$ cat src/rtl/pop_pkg.sv
package pop_pkg;
   typedef enum logic [1:0] {
      STB_IDLE  = 2'd0,
      STB_ARMED = 2'd1,
      STB_HELD  = 2'd2
   } stb_state_t;
endpackage

$ cat src/rtl/pop_edge_det.sv
module pop_edge_det #(
   parameter int W = 1
) (
   input  logic         clk,
   input  logic [W-1:0] sig,
   output logic [W-1:0] rise,
   output logic [W-1:0] fall
);
   logic [W-1:0] prev_q;

   always_ff @(posedge clk) prev_q <= sig;

   for (genvar i = 0; i < W; i++) begin : g_bit
      assign rise[i] = sig[i] & ~prev_q[i];
      assign fall[i] = ~sig[i] & prev_q[i];
   end
endmodule

$ cat src/rtl/pop_data_reg.sv
module pop_data_reg #(
   parameter int          DATA_W  = 8,
   parameter logic [DATA_W-1:0] REG_RST = '0
) (
   input  logic              clk,
   input  logic              rst,
   input  logic              load,
   input  logic [DATA_W-1:0] din,
   output logic [DATA_W-1:0] dout
);
   always_ff @(posedge clk) begin
      if (rst)       dout <= REG_RST;
      else if (load) dout <= din;
   end
endmodule

$ cat src/rtl/pop_strobe_ctl.sv
module pop_strobe_ctl
   import pop_pkg::*;
(
   input  logic clk,
   input  logic rst,
   input  logic arm,
   input  logic phase_fall,
   input  logic phase_rise,
   input  logic sync,
   output logic rdy_n
);
   stb_state_t st_q, st_d;

   always_comb begin
      st_d = st_q;
      if (arm) begin
         st_d = STB_ARMED;
      end else begin
         unique case (st_q)
            STB_ARMED: if (phase_fall)          st_d = STB_HELD;
            STB_HELD:  if (phase_rise && sync)  st_d = STB_IDLE;
            default:                            st_d = st_q;
         endcase
      end
   end

   always_ff @(posedge clk) begin
      if (rst) st_q <= STB_IDLE;
      else     st_q <= st_d;
   end

   assign rdy_n = (st_q != STB_HELD);
endmodule

$ cat src/rtl/par_out_port.sv
module par_out_port #(
   parameter int                DATA_W        = 8,
   parameter logic [DATA_W-1:0] REG_RST       = '0,
   parameter bit                FLOAT_ACT_LOW = 1'b1
) (
   input  logic              clk,
   input  logic              rst,
   input  logic              phi2,
   input  logic              sync,
   input  logic              port_we,
   input  logic [DATA_W-1:0] bus_din,
   input  logic              float_req,
   output logic [DATA_W-1:0] pins_dout,
   output logic              pins_oe,
   output logic              rdy_n
);
   localparam int N_EDGE = 2;

   if (DATA_W < 1) begin : g_bad_width
      $error("par_out_port: DATA_W must be at least 1");
   end

   logic [N_EDGE-1:0] edge_in, edge_rise, edge_fall;
   assign edge_in = {phi2, port_we};

   pop_edge_det #(.W(N_EDGE)) u_edges (
      .clk  (clk),
      .sig  (edge_in),
      .rise (edge_rise),
      .fall (edge_fall)
   );

   logic wr_lead;
   assign wr_lead = edge_rise[0];

   pop_data_reg #(.DATA_W(DATA_W), .REG_RST(REG_RST)) u_hold (
      .clk  (clk),
      .rst  (rst),
      .load (wr_lead),
      .din  (bus_din),
      .dout (pins_dout)
   );

   pop_strobe_ctl u_stb (
      .clk        (clk),
      .rst        (rst),
      .arm        (wr_lead),
      .phase_fall (edge_fall[1]),
      .phase_rise (edge_rise[1]),
      .sync       (sync),
      .rdy_n      (rdy_n)
   );

   if (FLOAT_ACT_LOW) begin : g_float_low
      assign pins_oe = float_req;
   end else begin : g_float_high
      assign pins_oe = ~float_req;
   end
endmodule

$ cat config.mk
export PLATFORM = sky130hd
export DESIGN_NAME = par_out_port
export DESIGN_NICKNAME = d
export VERILOG_FILES = /design/src/rtl/pop_pkg.sv /design/src/rtl/pop_edge_det.sv /design/src/rtl/pop_data_reg.sv /design/src/rtl/pop_strobe_ctl.sv /design/src/rtl/par_out_port.sv
export SDC_FILE = /design/constraint.sdc
export NUM_CORES = 1
export LEC_CHECK = 0
export ABC_AREA = 1
export BUFFER_PORTS_ARGS = -buffer_cell sky130_fd_sc_hd__buf_2
export CORE_AREA = 2 2 39 41
export CTS_CLUSTER_SIZE = 10
export DETAILED_ROUTE_END_ITERATION = 16
export DIE_AREA = 0 0 41 43
export PLACE_DENSITY = 0.67
export SLEW_MARGIN = 5
export SYNTH_ARGS = -nofsm -noshare
export SYNTH_HDL_FRONTEND = slang
export SYNTH_SLANG_ARGS = --single-unit
$ cat constraint.sdc
create_clock -name clk -period 1.2 [get_ports clk]
set_input_delay 0.24 -clock clk [delete_from_list [all_inputs] [get_ports clk]]
set_output_delay 0.24 -clock clk [all_outputs]
set_load 0.005 [all_outputs]
==> out/qor.csv <==
metric,value,unit
status,"finished, final reports clean",
grt met3 use,4.71,%
core area,1380,um2
Synth Warn #,0,
CP required,0.96,ns
Synth cell types,14,
largest net degree at the start of global routing,11,
CTS Hold Bufs,0,
Slew Limit Headroom,84.1,%
WL/cell,9.00,um
# DRC,0,
Tot GR Track Use,13.0,%
CP arrival,0.93,ns
vias in the first global route,429,
Top delay family on crit path,flip-flops,
Hold Path End,u_edges.prev_q[0]$_DFF_P_,
met1 Track Usage GR,15.9,%
Layout area overhead,32.9,%
WP buf/inv,3,
drt pass-1 iters,4,
pwr dens,1220,nW/um2
io pins,24,
RSZ-0062 raised after global routing,yes,
count of input and output buffers,21,
setup_tns,0,ns
clk sink count,12,
nets,108,
worst hold start,port_we,
fin cells,105,
critical path's most frequent cell,inv_2,
most frequent cells in the layout,"22 x nand2_1, 21 x buf_2, 10 x dfxtp_1",
grt ovf,0,
Max IR drop VDD,0.704,mV
final WL,945,um
"Slew Viols, Final",0,
post-route clock period utilization,97.5,%
Worst-Skew Late Latency,0.27,ns
worst min path class,input pin to flip-flop,
Combinational Power Share,17.2,%
RePlAce Congestion,0.625,
Clock power frac,29.0,%
Flop pwr share,53.8,%
worst r2r src,u_stb.st_q[0]$_SDFFE_PP0P_,
crit path launch,u_stb.st_q[0]$_SDFFE_PP0P_,
"Critical Path, Cell by Cell","inv_2, ha_4, inv_2, buf_2",
internal power,608,uW
Post-Syn Nets,82,
R2R Path End,u_stb.st_q[0]$_SDFFE_PP0P_,
first-pass GRT wire length,1580,um
met2 Track Usage GR,20.3,%
Vias per Instance,4.50,
Avg Inst Size Synth,7.72,um2
Worst Setup End Kind,output pin,
initial core utilization,36.3,%
worst-path maximum fanout,3,
Clock transition at path regs,0.07,ns
via count,472,
HPWL reported at the end of detailed placement,693,um
number of DRC markers in iteration 0,5,
H-tree depth,1,
Die ar.,1760,um2
Crit Path Class,flip-flop to output pin,
"leading cell type in the layout, fill and taps excluded",nand2_1,
MaxCap Viol Count,0,
Die X,41,um
hold path depth,1,
Die Y,43,um
Seq cells post-synth,12,
R2R depth,6,
Final setup viols,0,
CTS tree,built,
share of layout cells above drive strength 1,38.2,%
Highest Clock Rate,0.855,GHz
CP Launch Type,flip-flop,
Final Hold Viols,0,
Sw Share,25.2,%
reg2reg setup slack,0.06,ns
clk_skew,0.00523,ns
CP max stage cell,dfxtp_2,
remaining antenna violation count after routing,0,
Mapped Area,502,um2
n_diodes,0,
Placed Cells incl. Taps,100,
CTS root buf,clkbuf_4,
worst-case clock buffer depth,2,
register area share after synthesis,47.9,%
CTS Buf Count,3,
min cycle time layout,1.17,ns
global routing's busiest layer,met2,
Post-Syn Instances,65,
Net Sw Power,205,uW
Leak Pwr,0.328,nW
crit-path max cell delay,0.34,ns
# rows,14,
initial antenna violation count,0,
Least-Margin Pin Slew,0.238,ns
[how the worst max path moves through the flow]
stage                                       endpoint  slack (ns)  cells after the start
after floorplan           u_stb.st_q[0]$_SDFFE_PP0P_        0.15                      6
after global placement    u_stb.st_q[0]$_SDFFE_PP0P_        0.13                      6
after detailed placement  u_stb.st_q[0]$_SDFFE_PP0P_         0.1                      6
after CTS                                      rdy_n       0.005                      4
after global routing                           rdy_n      -0.008                      4
final                                          rdy_n        0.03                      4
[kinds of logic after synthesis]
group                    count (synthesis)  share of synthesized area [%]
AO/OA/AOI/OAI                            9                           9.73
adder cells (fa/ha/maj)                  3                           7.48
buffers and inverters                   11                           9.23
flip-flops                              12                           47.9
AND/OR/NAND/NOR                         30                           25.7
[worst reg2reg max path, stage by stage (launching register included)]
cell	delay, ns
dfxtp_2	0.32
buf_4	0.13
ha_1	0.19
or2_0	0.19
nand3_1	0.08
nand2_1	0.06
a21oi_2	0.10
[state kept, by name, summed over array words and instances (netlist names)]
name and cells:
u_edges.prev_q 2, u_stb.st_q 2, u_hold.dout 8
[cell usage after synthesis]
cell type | n | area [um2]
a21oi_1 | 8 | 40.0
a21oi_2 | 1 | 8.76
buf_2 | 1 | 5.00
buf_4 | 1 | 7.51
dfxtp_1 | 12 | 240
ha_1 | 3 | 37.5
inv_1 | 8 | 30.0
inv_2 | 1 | 3.75
nand2_1 | 22 | 82.6
nand3_1 | 3 | 15.0
nand4_1 | 1 | 6.26
nor2_1 | 2 | 7.51
nor2_4 | 1 | 11.3
or2_0 | 1 | 6.26
[metal layers]
metal  share of wire, %  vias up
met5                  0        -
met4                  0        0
met3                8.0        0
met2                 48       19
met1                 44      204
li1                   -      249
[cell type report]
class	count	area, um2
fillers	152	717
clock buffers	3	22.5
multi-input cells	42	228
repair buffers	23	120
flip-flops and latches	12	243
inverters	9	33.8
well taps	16	20.0
[per-stage QoR]
step           worst slack [ns]  util, %  power, mW  hold slack (ns)  area [um2]
2_1_floorplan             0.152        -      0.523            0.268         502
5_1_grt                -0.00833     48.2      0.862           0.0785         667
4_1_cts                 0.00455     47.6      0.823           0.0801         659
3_5_place_dp             0.0974     44.4      0.569            0.361         614
6_report                 0.0305     48.2      0.813           0.0835         667
3_3_place_gp              0.125     44.4      0.566            0.358         614
[timing repair]
item | 4_1_cts | 5_1_grt
gates cloned | 0 | 0
gates resized for setup | 5 | 1
pin swaps | 0 | 3
endpoints found under the setup margin | 1 | 2
setup buffers | 1 | 1
[power by group through the flow]
stage          Clock (mW)  Combinational (mW)  Sequential, mW
4_1_cts             0.250               0.136           0.437
6_report            0.236               0.140           0.437
5_1_grt             0.258               0.164           0.440
3_3_place_gp            0               0.123           0.442
3_5_place_dp            0               0.126           0.443
2_1_floorplan           0              0.0798           0.443
Power figures use the tool's default switching activity.
